<file path="config.mk">
export PLATFORM = sky130hd
export DESIGN_NAME = mf_alu
export DESIGN_NICKNAME = d
export VERILOG_FILES = /design/src/rtl/mf_alu_pkg.sv /design/src/rtl/mf_alu_addsub.sv /design/src/rtl/mf_alu_logic.sv /design/src/rtl/mf_alu_upper.sv /design/src/rtl/mf_alu.sv
export SDC_FILE = /design/constraint.sdc
export NUM_CORES = 1
export LEC_CHECK = 0
export BUFFER_PORTS_ARGS = -buffer_cell sky130_fd_sc_hd__buf_4
export CORE_MARGIN = 2
export CORE_UTILIZATION = 40
export DETAILED_ROUTE_END_ITERATION = 10
export SETUP_SLACK_MARGIN = 0.1
export SLEW_MARGIN = 20
export SYNTH_ARGS = -nofsm -noshare
export SYNTH_HDL_FRONTEND = slang
export SYNTH_HIERARCHICAL = 1
export SYNTH_SLANG_ARGS = --single-unit
export TNS_END_PERCENT = 10
</file>
<file path="constraint.sdc">
create_clock -name vclk -period 9.35
set_input_delay 1.87 -clock vclk [all_inputs]
set_output_delay 1.87 -clock vclk [all_outputs]
set_load 0.03 [all_outputs]
</file>
<file path="src/rtl/mf_alu_pkg.sv">
package mf_alu_pkg;
    typedef enum logic [1:0] {
        CLS_UPPER = 2'd0,
        CLS_SLESS = 2'd1,
        CLS_ARITH = 2'd2,
        CLS_LOGIC = 2'd3
    } alu_class_e;

    typedef enum logic [1:0] {
        LOP_AND = 2'd0,
        LOP_OR  = 2'd1,
        LOP_XOR = 2'd2,
        LOP_NOR = 2'd3
    } logic_op_e;
endpackage

</file>
<file path="src/rtl/mf_alu_addsub.sv">
module mf_alu_addsub #(
    parameter int WIDTH = 32
) (
    input  logic [WIDTH-1:0] a_in,
    input  logic [WIDTH-1:0] b_in,
    input  logic             do_sub,
    output logic [WIDTH-1:0] sum_out,
    output logic             ovf_out,
    output logic             less_out
);
    localparam int MSB = WIDTH - 1;

    logic [WIDTH-1:0] b_eff;
    logic             carry_unused;

    // Subtract as a + ~b + 1 so one carry chain serves both operations
    assign b_eff = do_sub ? ~b_in : b_in;
    assign {carry_unused, sum_out} = {1'b0, a_in} + {1'b0, b_eff} + {{WIDTH{1'b0}}, do_sub};

    // Overflow: inputs share a sign that the sum does not
    assign ovf_out  = (a_in[MSB] == b_eff[MSB]) && (sum_out[MSB] != a_in[MSB]);
    // Signed less-than is the true sign of a-b
    assign less_out = sum_out[MSB] ^ ovf_out;
endmodule

</file>
<file path="src/rtl/mf_alu_logic.sv">
module mf_alu_logic
    import mf_alu_pkg::*;
#(
    parameter int WIDTH = 32
) (
    input  logic [WIDTH-1:0] a_in,
    input  logic [WIDTH-1:0] b_in,
    input  logic [1:0]       op_sel,
    output logic [WIDTH-1:0] y_out
);
    logic_op_e op_e;
    assign op_e = logic_op_e'(op_sel);

    always_comb begin
        unique case (op_e)
            LOP_AND: y_out = a_in & b_in;
            LOP_OR:  y_out = a_in | b_in;
            LOP_XOR: y_out = a_in ^ b_in;
            LOP_NOR: y_out = ~(a_in | b_in);
            default: y_out = '0;
        endcase
    end
endmodule

</file>
<file path="src/rtl/mf_alu_upper.sv">
module mf_alu_upper #(
    parameter int WIDTH = 32,
    parameter int IMM_W = 16
) (
    input  logic [IMM_W-1:0] imm_in,
    output logic [WIDTH-1:0] y_out
);
    localparam int LOW_W = WIDTH - IMM_W;

    generate
        if (LOW_W > 0) begin : g_pad
            assign y_out = {imm_in, {LOW_W{1'b0}}};
        end else begin : g_full
            assign y_out = imm_in[IMM_W-1 -: WIDTH];
        end
    endgenerate
endmodule

</file>
<file path="src/rtl/mf_alu.sv">
module mf_alu
    import mf_alu_pkg::*;
#(
    parameter int WIDTH   = 32,
    parameter int IMM_W   = 16,
    parameter int SHIFT_W = 3
) (
    input  logic [WIDTH-1:0]   opnd_a,
    input  logic [WIDTH-1:0]   opnd_b,
    input  logic [1:0]         fn_class,
    input  logic               sub_en,
    input  logic [1:0]         logic_sel,
    input  logic [SHIFT_W-1:0] shift_ctl,
    input  logic [IMM_W-1:0]   upper_imm,
    output logic [WIDTH-1:0]   result,
    output logic               zero
);
    alu_class_e       cls_e;
    logic             adder_sub;
    logic [WIDTH-1:0] sum_w;
    logic             ovf_w;
    logic             less_w;
    logic [WIDTH-1:0] logic_w;
    logic [WIDTH-1:0] upper_w;
    logic             shift_unused;

    assign cls_e        = alu_class_e'(fn_class);
    assign shift_unused = ^shift_ctl;

    // Set-less forces the shared adder into subtract mode
    assign adder_sub = sub_en | (cls_e == CLS_SLESS);

    mf_alu_addsub #(.WIDTH(WIDTH)) u_addsub (
        .a_in     (opnd_a),
        .b_in     (opnd_b),
        .do_sub   (adder_sub),
        .sum_out  (sum_w),
        .ovf_out  (ovf_w),
        .less_out (less_w)
    );

    mf_alu_logic #(.WIDTH(WIDTH)) u_logic (
        .a_in   (opnd_a),
        .b_in   (opnd_b),
        .op_sel (logic_sel),
        .y_out  (logic_w)
    );

    mf_alu_upper #(.WIDTH(WIDTH), .IMM_W(IMM_W)) u_upper (
        .imm_in (upper_imm),
        .y_out  (upper_w)
    );

    always_comb begin
        unique case (cls_e)
            CLS_UPPER: result = upper_w;
            CLS_SLESS: result = {{(WIDTH-1){1'b0}}, less_w};
            CLS_ARITH: result = sum_w;
            CLS_LOGIC: result = logic_w;
            default:   result = '0;
        endcase
    end

    assign zero = ~|sum_w;
endmodule

</file>
# [Word-level counts from Yosys, hierarchy flattened]
# Index checks and enable logic that the tools add are counted.
[totals] ff_bits=0 input_bits=88 output_inout_bits=33
[op_classes] n_addsub=2 n_eq_ne=8 n_mux=3 bitwise=7 reduce_logical=5
[op_table] cell="$pmux W32 S4" count=2
[op_table] cell="$not A32 Y32" count=2
[op_table] cell="$add A32 B1 Y32" count=1
[op_table] cell="$add A32 B32 Y32" count=1
[op_table] cell="$and A32 B32 Y32" count=1
[op_table] cell="$mux W32" count=1
[op_table] cell="$or A32 B32 Y32" count=1
[op_table] cell="$reduce_or A32 Y1" count=1
[op_table] cell="$xor A32 B32 Y32" count=1
[op_table] cell="$eq A2 B2 Y1 const B" count=4
[op_table] cell="$eq A2 B1 Y1 const B" count=2
[op_table] cell="$logic_not A2 Y1" count=2
[op_table] cell="$eq A1 B1 Y1" count=1
[op_table] cell="$logic_and A1 B1 Y1" count=1
[op_table] cell="$logic_not A1 Y1" count=1
[op_table] cell="$ne A1 B1 Y1" count=1
[op_table] cell="$or A1 B1 Y1" count=1
[op_table] cell="$xor A1 B1 Y1" count=1

# [Logic depth before layout (Yosys ltp)]
[logic_depth] word_depth=9 ltp_mapped=18 ltp_nobuf=14

# [Modules after synthesis]
# The synthesis kept the hierarchy.
[modules_own_cells] module="mf_alu_logic" n_inst=1 cells_per_inst=235 area_each_um2=2105.8 seq_area_each_um2=0.0
[modules_own_cells] module="mf_alu_addsub" n_inst=1 cells_per_inst=292 area_each_um2=2069.5 seq_area_each_um2=0.0
[modules_own_cells] module="mf_alu" n_inst=1 cells_per_inst=119 area_each_um2=783.3 seq_area_each_um2=0.0
[modules_own_cells] module="mf_alu_upper" n_inst=1 cells_per_inst=33 area_each_um2=244.0 seq_area_each_um2=0.0

# [Worst setup path before layout]
# No wires, ideal clock.
[synth_path] kind="input -> output" from="input fn_class[1]" to="output result[28]" t_arrival_ps=5756 required_ps=7480 path_slack_ps=1724 stages=17 path_buffers=4 path_cell_list="buf_6 > buf_4 > inv_1 > a21o_1 > buf_2 > clkbuf_1 > xor2_1 > inv_1 > fa_1 > nor2b_1 > o311ai_0 > a311o_1 > o21ba_2 > o21a_1 > o311ai_0 > mux2i_1 > o21ai_0"
[synth_between] elab_chain_len=6 elab_cells_between_ends=9
[synth_lines] item="from (decl)" line="mf_alu.sv:10" rtl="input logic [1:0] fn_class,"
[synth_lines] item="$eq A2 B1 Y1 (*)" line="mf_alu.sv:31" rtl="assign adder_sub = sub_en | (cls_e == CLS_SLESS);"
[synth_lines] item="$or A1 B1 Y1 (*)" line="mf_alu.sv:31"
[synth_lines] item="via adder_sub" line="mf_alu.sv:19" rtl="logic adder_sub;"
[synth_lines] item="$mux W32" line="mf_alu_addsub.sv:17" rtl="assign b_eff = do_sub ? ~b_in : b_in;"
[synth_lines] item="$add A32 B32 Y32" line="mf_alu_addsub.sv:18" rtl="assign {carry_unused, sum_out} = {1'b0, a_in} + {1'b0, b_eff} + {{WIDTH{1'b0}}, do_sub};"
[synth_lines] item="$add A32 B1 Y32 (*)" line="mf_alu_addsub.sv:18"
[synth_lines] item="via sum_w[28]" line="mf_alu.sv:20" rtl="logic [WIDTH-1:0] sum_w;"
[synth_lines] item="$pmux W32 S4 (*)" line="mf_alu.sv:55" rtl="unique case (cls_e)"
[synth_lines] item="to (decl)" line="mf_alu.sv:15" rtl="output logic [WIDTH-1:0] result,"
# The timed path passes the listed nets; every way through them passes the cells marked *.

# [Worst setup path in the final report]
[layout_path] from="input fn_class[1]" to="output zero"
[layout_between] elab_chain_len=7
[layout_lines] item="$eq A2 B1 Y1 (*)" line="mf_alu.sv:31"
[layout_lines] item="$or A1 B1 Y1 (*)" line="mf_alu.sv:31"
[layout_lines] item="via adder_sub" line="mf_alu.sv:19"
[layout_lines] item="$mux W32" line="mf_alu_addsub.sv:17"
[layout_lines] item="$add A32 B32 Y32" line="mf_alu_addsub.sv:18"
[layout_lines] item="$add A32 B1 Y32 (*)" line="mf_alu_addsub.sv:18"
[layout_lines] item="via sum_w[18]" line="mf_alu.sv:20"
[layout_lines] item="$reduce_or A32 Y1 (*)" line="mf_alu.sv:64" rtl="assign zero = ~|sum_w;"
[layout_lines] item="$logic_not A1 Y1 (*)" line="mf_alu.sv:64"
[layout_lines] item="to (decl)" line="mf_alu.sv:16" rtl="output logic zero"
# Marks and branches as above.

==> results.txt <==
Outcome: finished clean
Cts hold-fix bufs: 0
Syn. warnings: 6
Total grt overflow: 0
Vias in the first global route: 4709
Power Dens Cells: 87.2 nW/um^2
# nets final: 936
Dpl ws: 1.34 ns
Post_cts resized: 0
DR iter-0 viols: 175
Final hold violation count: 0
Final TNS setup: 0 ns
Worst EP arrival: 6.07 ns
P&R area growth vs syn: 13.0%
Via count: 4679
Final Critical Period: 7.94 ns
Critical path's top delay family: compound AO/OA/AOI/OAI gates
Crit. End Element: primary output
Synthesized instance count: 678
Initial antenna violation count: 0
CP Launch Type: input port
Storage element area: 0 sq um
Leakage power: 3.17 nW
Worst path max stage delay: 0.57 ns
WL/cell: 14.8 um
DIE AREA: 13900 sq um
Cell Rows: 41
# diodes: 0
FFs & Latches: 0
Max Slew Vio Count: 0
Slowest CP cell: a41oi_1
Critical path's most frequent cell: buf_4
Crit. path cell count: 17
Die Height: 118 um
Total power: 0.000511 W
Remaining DRCs: 0
Rel. slew slack: 0.299
Count of antenna-violating nets left after detailed routing: 0
Largest net degree at the start of global routing: 65
Routed WL: 13.6 mm
Total global-route track usage: 0.191
Worst path buffer plus inverter count: 5
Metal3 WL: 444 um
Die Wd: 118 um
Post-CTS Setup Bufs: 0
Buffers on Ports: 118
Dpl cells: 923
Min-Delay Path Class: in -> out
Met1 Wirelength: 6.82 mm
Crit-path max FO: 18
Final period utilization: 0.849
Layout clock buffers: 0
Mapped Avg Cell Area: 7.66 sq um
Share of cells above drive strength 1: 0.176
Fin Hold WS: 4.14 ns
Max Cap Viol: 0
Worst path required time: 7.48 ns
Final non-filler cell total: 923
Worst setup path class: in -> out
Synthesized area: 5190 sq um
Pre-antenna DRT Iters: 4
RD Place Congestion: 0.885
Slew at the pin closest to its max-slew limit: 1.05 ns
Max Used Layer: met4
Cells along the critical path: buf_4, inv_1, a21o_1, buf_4, buf_4, mux2i_1, fa_1, nor2b_1, o311ai_0, a311o_1, a41oi_1, a21oi_1, xnor2_1, nor4_1, nand4_1, nor2_1, buf_4
Avg Vias per Cell: 5.07
FMAX: 126 MHz
Crit path from: fn_class[1]
CP endpoint: zero
Final setup violation count: 0
Core ar.: 12700 sq um
IO Pins: 121
Setup WS post-layout: 1.41 ns
First-pass GRT wire length: 22.7 mm
Total length of routed met2 wires: 6.29 mm
Peak supply drop: 0.0462 mV
Starting Density: 0.410
RSZ-0062 raised after global routing: false
Dpl hpwl: 11.0 mm
## how the worst min path moves through the flow
| stage | depth (start not counted) | slack (ns) | start | endpoint |
|---|---|---|---|---|
| 4_1_cts | 4 | 4.14 | upper_imm[0] | result[16] |
| 6_report | 4 | 4.14 | upper_imm[3] | result[19] |
| 5_1_grt | 4 | 4.16 | upper_imm[3] | result[19] |
| 3_5_place_dp | 4 | 4.14 | upper_imm[5] | result[21] |
| 2_1_floorplan | 1 | 3.94 | fn_class[0] | result[26] |
| 3_3_place_gp | 4 | 4.14 | upper_imm[3] | result[19] |
## layer usage
layer	track usage	vias up
li1	-	2419
met1	0.270	2153
met2	0.335	102
met3	0.00824	5
met4	0.0143	0
met5	0	-
## per-stage QoR
stage / area [sq um] / utilization
finish: 5870 / 0.463
global route: 5870 / 0.463
CTS: 5870 / 0.463
detailed placement: 5870 / 0.463
global placement: 5870 / 0.463
floorplan: 5250 / -
## cell usage in the layout (no fill, tap or decap), types with 5 or more instances in the layout
cell type    n
mux2i_1     96
a21oi_1     34
conb_1      16
xor2_1      75
o21ai_1     30
o21a_1       9
o21ai_0     23
buf_4      123
nand3_1      6
xnor2_1     17
nand4_1      6
nor4_1      11
ha_1        94
nor2_1      24
a21o_1       8
nor2b_1      5
inv_1       69
nand2_1     60
## final cells by class
class,count,area (sq um)
timing repair buffer,123,923
fill,1305,6800
inverter,69,259
multi-input combinational,559,4470
tap,172,215
## power by group
part	switching, W	internal [W]	total (W)
logic	0.000305	0.000206	0.000511
clock network	0	0	0
registers	0	0	0
Power figures use the tool's default switching activity.
